File: src/rtl/fcs_pkg.sv
// Shared widths and the command record of the frame command sequencer.
// Assumes every instance in the chip uses the same bus widths.
package fcs_pkg;
    localparam int ADDR_W = 16;
    localparam int DATA_W = 32;

    typedef struct packed {
        logic [ADDR_W-1:0] addr;
        logic [DATA_W-1:0] data;
    } cmd_t;
endpackage

File: src/rtl/fcs_admit.sv
// Admission stage: turns a relative frame offset into an absolute queue
// slot and decides whether the write is stored. The highest offset is
// reserved, because it would alias the slot of the frame before the current
// one. Assumes the queue full flags are current in the cycle of the write.
module fcs_admit #(
    parameter int SLOT_W = 4,
    parameter int DROP_W = 8,
    localparam int SLOTS = 1 << SLOT_W
) (
    input  logic              clk,
    input  logic              rst_n,
    input  logic              wr_valid,
    input  logic [SLOT_W-1:0] wr_offset,
    input  logic [SLOT_W-1:0] cur_frame,
    input  logic [SLOTS-1:0]  full,
    output logic              push,
    output logic [SLOT_W-1:0] push_slot,
    output logic              err_flag,
    output logic [DROP_W-1:0] drop_count
);
    localparam logic [SLOT_W-1:0] RESERVED = SLOT_W'(SLOTS - 1);

    logic reserved_hit;
    logic full_hit;

    // Absolute slot of the written command and its acceptance decision.
    always_comb begin
        push_slot    = cur_frame + wr_offset;
        reserved_hit = wr_valid && (wr_offset == RESERVED);
        full_hit     = wr_valid && !reserved_hit && full[push_slot];
        push         = wr_valid && !reserved_hit && !full[push_slot];
    end

    // Sticky flag for writes that use the reserved offset.
    always_ff @(posedge clk) begin
        if (!rst_n)
            err_flag <= 1'b0;
        else if (reserved_hit)
            err_flag <= 1'b1;
    end

    // Saturating count of writes lost to a full queue.
    always_ff @(posedge clk) begin
        if (!rst_n)
            drop_count <= '0;
        else if (full_hit && (drop_count != {DROP_W{1'b1}}))
            drop_count <= drop_count + DROP_W'(1);
    end

    a_r3_reserved_sets_flag: assert property (@(posedge clk) disable iff (!rst_n)
        (wr_valid && wr_offset == RESERVED) |=> err_flag);

    a_r7_drop_counted: assert property (@(posedge clk) disable iff (!rst_n)
        (wr_valid && wr_offset != RESERVED && full[cur_frame + wr_offset]
         && drop_count != {DROP_W{1'b1}})
        |=> drop_count == $past(drop_count) + DROP_W'(1));
endmodule

File: src/rtl/fcs_slot_queues.sv
// Ring of per-frame FIFO queues, one per absolute frame number modulo the
// slot count. One push and one pop per cycle, possibly to the same slot.
// Assumes the caller never pushes to a full slot or pops an empty one.
module fcs_slot_queues
    import fcs_pkg::*;
#(
    parameter int SLOT_W = 4,
    parameter int DEPTH  = 4,
    localparam int SLOTS = 1 << SLOT_W,
    localparam int IDX_W = (DEPTH > 1) ? $clog2(DEPTH) : 1,
    localparam int CNT_W = $clog2(DEPTH + 1)
) (
    input  logic              clk,
    input  logic              rst_n,
    input  logic              push,
    input  logic [SLOT_W-1:0] push_slot,
    input  cmd_t              push_cmd,
    input  logic              pop,
    input  logic [SLOT_W-1:0] pop_slot,
    output logic [SLOTS-1:0]  full,
    output logic [SLOTS-1:0]  empty,
    output cmd_t              head
);
    cmd_t heads [SLOTS];

    assign head = heads[pop_slot];

    for (genvar s = 0; s < SLOTS; s++) begin : g_slot
        logic [IDX_W-1:0] wi;
        logic [IDX_W-1:0] ri;
        logic [CNT_W-1:0] cnt;
        cmd_t             mem [DEPTH];
        logic             do_push;
        logic             do_pop;

        assign do_push  = push && (push_slot == SLOT_W'(s));
        assign do_pop   = pop && (pop_slot == SLOT_W'(s));
        assign full[s]  = (cnt == CNT_W'(DEPTH));
        assign empty[s] = (cnt == '0);
        assign heads[s] = mem[ri];

        // Read and write indices and occupancy of this slot.
        always_ff @(posedge clk) begin
            if (!rst_n) begin
                wi  <= '0;
                ri  <= '0;
                cnt <= '0;
            end else begin
                if (do_push)
                    wi <= (wi == IDX_W'(DEPTH - 1)) ? '0 : wi + IDX_W'(1);
                if (do_pop)
                    ri <= (ri == IDX_W'(DEPTH - 1)) ? '0 : ri + IDX_W'(1);
                cnt <= cnt + CNT_W'(do_push) - CNT_W'(do_pop);
            end
        end

        // Command storage; contents need no reset.
        always_ff @(posedge clk) begin
            if (do_push)
                mem[wi] <= push_cmd;
        end

        a_r7_no_push_when_full: assert property (@(posedge clk) disable iff (!rst_n)
            do_push |-> (cnt != CNT_W'(DEPTH)));

        a_r6_no_pop_when_empty: assert property (@(posedge clk) disable iff (!rst_n)
            do_pop |-> (cnt != '0));
    end
endmodule

File: src/rtl/fcs_issue.sv
// Issue control: keeps the current-frame number and an issue pointer that
// trails it. The pointer drains an earlier frame's queue completely before
// it moves on, so leftovers go out first. Assumes frame starts are spaced
// so that the pointer lags the current frame by no more than one or two
// slots.
module fcs_issue #(
    parameter int SLOT_W = 4,
    localparam int SLOTS = 1 << SLOT_W
) (
    input  logic              clk,
    input  logic              rst_n,
    input  logic              frame_start,
    input  logic [SLOTS-1:0]  empty,
    input  logic              out_ready,
    output logic [SLOT_W-1:0] cur_frame,
    output logic [SLOT_W-1:0] iss_slot,
    output logic              out_valid,
    output logic              pop
);
    // Output handshake from the queue under the issue pointer.
    always_comb begin
        out_valid = !empty[iss_slot];
        pop       = out_valid && out_ready;
    end

    // Frame counter and issue pointer advance.
    always_ff @(posedge clk) begin
        if (!rst_n) begin
            cur_frame <= '0;
            iss_slot  <= '0;
        end else begin
            if (frame_start)
                cur_frame <= cur_frame + SLOT_W'(1);
            if ((iss_slot != cur_frame) && empty[iss_slot])
                iss_slot <= iss_slot + SLOT_W'(1);
        end
    end

    a_r9_frame_step: assert property (@(posedge clk) disable iff (!rst_n)
        frame_start |=> cur_frame == $past(cur_frame) + SLOT_W'(1));

    a_r8_drain_before_move: assert property (@(posedge clk) disable iff (!rst_n)
        ((iss_slot != cur_frame) && !empty[iss_slot] && !pop) |=> iss_slot == $past(iss_slot));
endmodule

File: src/rtl/frame_cmd_seq.sv
// Frame-synchronous command sequencer for one sensor channel. Software
// queues register writes against future frames. Each frame start releases
// the writes of the new frame onto a valid/ready register-write output.
// Assumes frame_start is a single-cycle pulse in the clk domain.
module frame_cmd_seq
    import fcs_pkg::*;
#(
    parameter int SLOT_W = 4,
    parameter int DEPTH  = 4,
    parameter int DROP_W = 8,
    localparam int SLOTS = 1 << SLOT_W
) (
    input  logic              clk,
    input  logic              rst_n,
    input  logic              frame_start,
    input  logic              wr_valid,
    input  logic [SLOT_W-1:0] wr_offset,
    input  logic [ADDR_W-1:0] wr_addr,
    input  logic [DATA_W-1:0] wr_data,
    output logic              cmd_valid,
    input  logic              cmd_ready,
    output logic [ADDR_W-1:0] cmd_addr,
    output logic [DATA_W-1:0] cmd_data,
    output logic [SLOT_W-1:0] cur_frame,
    output logic              bad_offset_err,
    output logic [DROP_W-1:0] drop_count
);
    logic [SLOTS-1:0]  full;
    logic [SLOTS-1:0]  empty;
    logic              push;
    logic [SLOT_W-1:0] push_slot;
    logic              pop;
    logic [SLOT_W-1:0] iss_slot;
    cmd_t              wr_cmd;
    cmd_t              head;

    // Pack the incoming command and unpack the presented one.
    always_comb begin
        wr_cmd.addr = wr_addr;
        wr_cmd.data = wr_data;
        cmd_addr    = head.addr;
        cmd_data    = head.data;
    end

    fcs_admit #(.SLOT_W(SLOT_W), .DROP_W(DROP_W)) u_admit (
        .clk        (clk),
        .rst_n      (rst_n),
        .wr_valid   (wr_valid),
        .wr_offset  (wr_offset),
        .cur_frame  (cur_frame),
        .full       (full),
        .push       (push),
        .push_slot  (push_slot),
        .err_flag   (bad_offset_err),
        .drop_count (drop_count)
    );

    fcs_slot_queues #(.SLOT_W(SLOT_W), .DEPTH(DEPTH)) u_queues (
        .clk       (clk),
        .rst_n     (rst_n),
        .push      (push),
        .push_slot (push_slot),
        .push_cmd  (wr_cmd),
        .pop       (pop),
        .pop_slot  (iss_slot),
        .full      (full),
        .empty     (empty),
        .head      (head)
    );

    fcs_issue #(.SLOT_W(SLOT_W)) u_issue (
        .clk         (clk),
        .rst_n       (rst_n),
        .frame_start (frame_start),
        .empty       (empty),
        .out_ready   (cmd_ready),
        .cur_frame   (cur_frame),
        .iss_slot    (iss_slot),
        .out_valid   (cmd_valid),
        .pop         (pop)
    );

    a_r6_hold_while_stalled: assert property (@(posedge clk) disable iff (!rst_n)
        (cmd_valid && !cmd_ready) |=> (cmd_valid && $stable(cmd_addr) && $stable(cmd_data)));

    a_r3_flag_sticky: assert property (@(posedge clk) disable iff (!rst_n)
        bad_offset_err |=> bad_offset_err);
endmodule

File: config.mk
export PLATFORM = sky130hd
export DESIGN_NAME = frame_cmd_seq
export DESIGN_NICKNAME = d
export VERILOG_FILES = /design/src/rtl/fcs_pkg.sv /design/src/rtl/fcs_admit.sv /design/src/rtl/fcs_slot_queues.sv /design/src/rtl/fcs_issue.sv /design/src/rtl/frame_cmd_seq.sv
export SDC_FILE = /design/constraint.sdc
export NUM_CORES = 2
export LEC_CHECK = 0
export ABC_AREA = 1
export BUFFER_PORTS_ARGS = -buffer_cell sky130_fd_sc_hd__clkbuf_2
export CAP_MARGIN = 20
export CELL_PAD_IN_SITES_DETAIL_PLACEMENT = 1
export CELL_PAD_IN_SITES_GLOBAL_PLACEMENT = 2
export CORE_ASPECT_RATIO = 0.7
export CORE_MARGIN = 2
export CORE_UTILIZATION = 35
export DETAILED_ROUTE_END_ITERATION = 8
export PLACE_DENSITY_LB_ADDON = 0.1
export SYNTH_ARGS = -nofsm -noshare
export SYNTH_HDL_FRONTEND = slang
export SYNTH_SLANG_ARGS = --single-unit
File: constraint.sdc
create_clock -name clk -period 12.7 [get_ports clk]
set_clock_uncertainty 0.05 [all_clocks]
set_input_delay 1.27 -clock clk [delete_from_list [all_inputs] [get_ports clk]]
set_output_delay 1.27 -clock clk [all_outputs]
set_load 0.05 [all_outputs]
==> run_results.csv <==
group,metric,value,unit
outcome,status,"finished, final reports clean",
routing,routed_via_density,5.51,
logic_synthesis,synth_cells,10363,
cts,cts_num_sinks,3233,
die,num_rows,186,
power,p_leak,49.1,nW
global_route,grt_pass1_vias,84749,
cells_and_area,area_growth,13.4,%
global_route,overflow,0,
cells_and_area,drive_gt1_share,9.35,%
die,die_area,0.374,mm^2
sta,fmax,0.150,GHz
die,start_util,35.2,%
cts,clk_pin_slew,0.07,ns
die,fp.dieH,512,um
setup_path,reg2reg_slack,7.06,ns
logic_synthesis,ys_seq_area_share,73.9,%
global_route,gr-usage-all-layers,25.7,%
setup_path,cp.arrival,5.35,ns
global_route,grt_pass1_wl,683000,um
die,core,0.367,mm^2
sta,setup_tns,0,ns
setup_path,crit_chain,"inv_8 -> nor2_4 -> buf_4 -> buf_4 -> nand2_1 -> nand3_1 -> nand2_1 -> nand3_1 -> clkbuf_2",
placed_design,port_buffers,118,
sta,setup_ws,6.03,ns
cells_and_area,mostFrequentLayoutCells,"3,072 x edfxtp_1, 2,065 x nor2_1, 1,492 x o21ai_0, 904 x nand2_1, 461 x nand3_1",
logic_synthesis,syn_area_per_cell,12.5,um^2
global_route,antenna_found_initial,51,
cts,htreeDepth,5,
die,io_pins,119,
sta,hold_viol,0,
placed_design,dp.cells,14927,
routing,wl_per_cell,31.5,um
cells_and_area,nFillCells,38268,
sta,whs,0.438,ns
placed_design,pre_cts_slack,6.53,ns
sta,period_minus_slack,6.67,ns
logic_synthesis,yosysWarnings,0,
cts,cts_buffer_depth,4,
die,die_x,730,um
sta,timing.final.crit_share,52.5,%
global_route,grt_start_max_net_pins,100,
setup_path,cp_data_required_time,11.38,ns
logic_synthesis,syn_area,0.129,mm^2
logic_synthesis,syn-num-nets,10546,
job,maxCapViolCount,0,
hold_path,hp-class,"register to register",
routing,firstDrtPassIters,5,
cts,cts_made_buffers,341,
logic_synthesis,synth-seq-cells,3233,
setup_path,endpoint_kind,"output port",
setup_path,critPathKind,"register to output port",
logic_synthesis,yosysUniqueCellTypes,39,
setup_path,cp-startpoint,"u_issue.iss_slot[1]",
placed_design,hpwl,306000,um
cts,cts_resized,0,
setup_path,slowest_stage,"buf_4",
routing,ant_nets,0,
cells_and_area,fin_cells,15561,
power,pwr_density_cell,182,mW/mm^2
sta,grt_setup_unrepaired,"false",
cts,cts-root-buf,"clkbuf_16",
cells_and_area,fin_nets,10569,
setup_path,critPathMaxFanout,54,
setup_path,worstSetupStartpointType,"register",
placed_design,globalplace.congestion,0.879,
cts,cts_tree,"yes",
cts,cts_setup_buffers,0,
setup_path,r2r-start,"u_issue.iss_slot[0]",
cts,clock_latency,0.92,ns
routing,drc,0,
setup_path,max_stage_delay,0.70,ns
cts,cts_hold_buf,0,
routing,drtIter0Drc,10214,
sta,final-max-slew-violation-count,0,
power,vdd_drop_max,187,uV
hold_path,worst_hold_startpoint,"u_admit.err_flag",
sta,slew_headroom,14.0,%
routing,finalWirelength,491000,um
routing,route.vias.total,85676,
cells_and_area,layout_commonest_cell,"edfxtp_1",
sta,setup_viol,0,
sta,worst_slew_pin_slew,1.29,ns
[cells in the mapped netlist]
library cell | instances | share of area [%]
nand3b_1 | 5 | 0.029
xor2_2 | 1 | 0.013
buf_4 | 6 | 0.035
nand2_2 | 3 | 0.015
o21ai_0 | 1492 | 5.8
o21bai_1 | 1 | 0.0058
ha_1 | 109 | 1.1
nand3_4 | 12 | 0.16
nor2_8 | 1 | 0.015
nor2_2 | 1 | 0.0048
and3_1 | 1 | 0.0048
edfxtp_1 | 3072 | 71
inv_1 | 334 | 0.97
nand3_1 | 461 | 1.8
nor3_1 | 2 | 0.0077
buf_1 | 73 | 0.21
fa_1 | 17 | 0.26
xor2_1 | 23 | 0.16
o211ai_1 | 284 | 1.6
buf_8 | 1 | 0.012
xnor2_1 | 12 | 0.081
nand4_1 | 47 | 0.23
nor2_1 | 2136 | 6.2
clkbuf_1 | 521 | 1.5
nand2_1 | 904 | 2.6
o21a_1 | 1 | 0.0058
inv_2 | 42 | 0.12
clkinv_1 | 2 | 0.0058
buf_6 | 2 | 0.017
or2_2 | 3 | 0.015
nor2_4 | 1 | 0.0087
o22ai_1 | 384 | 1.9
buf_2 | 46 | 0.18
dfxtp_1 | 161 | 2.5
nand3_2 | 12 | 0.093
o221ai_1 | 100 | 0.68
or2_1 | 1 | 0.0048
o21ai_1 | 59 | 0.23
a21oi_1 | 30 | 0.12
[registers in the layout (all words and copies together) (netlist names), named ones only]
name                 count
u_queues.g_slot.cnt     48
u_admit.drop_count       8
u_issue.iss_slot         4
u_queues.g_slot.ri      32
u_issue.cur_frame        4
u_admit.err_flag         1
u_queues.g_slot.wi      32
u_queues.g_slot.mem   3072
[through the flow]
stage / cell area [um^2] / power, mW / util, %
CTS: 146000 / 26.8 / 39.9
floorplan: 129000 / 14.2 / -
detailed placement: 136000 / 17.0 / 37.0
finish: 147000 / 26.6 / 39.9
global route: 147000 / 27.4 / 39.9
global placement: 136000 / 17.0 / 37.0
[metal layers]
metal	part of all wire, %	vias up	track usage (%)
met5	0	-	0
met4	2.6	0	5.94
met3	6.7	461	3.45
met2	43	2784	38.5
met1	47	44863	39.4
li1	-	37568	-
[path summary, 6_finish.rpt]
check,end,cells past startpoint
max,cmd_addr[4],9
min,u_admit.err_flag,2
max reg2reg,u_queues.g_slot[14].cnt[2],19
min reg2reg,u_admit.err_flag,2
[logic make-up after synthesis]
group	share of synthesized area [%]
xor+xnor	0.250
compound gates	10.3
simple gates	11.2
fa+ha+maj	1.32
flops	73.9
buf+inv	3.06
[critical path, delay by kind of cell (launching register included)]
| kind | cells | cell delay [ns] |
|---|---|---|
| buffers and inverters | 4 | 1.80 |
| AND/OR/NAND/NOR | 5 | 1.56 |
| flip-flops | 1 | 0.65 |
[report_power, final]
part	switching, mW	internal, mW	total (mW)
Clock	4.29	5.62	9.91
Sequential	0.0947	11.8	11.9
Combinational	4.02	0.810	4.83
[cell type report]
type	instances	area [um^2]	share of cell area, %
antenna	15	37.5	0.0256
clock buffer	435	9120	6.22
clock inverter	180	1570	1.07
inverter	378	1460	0.996
multi-input combinational	6103	30400	20.7
sequential	3233	95600	65.2
tap	4888	6120	4.17
timing repair buffer	329	2330	1.59
(Power assumes the default switching activity.)
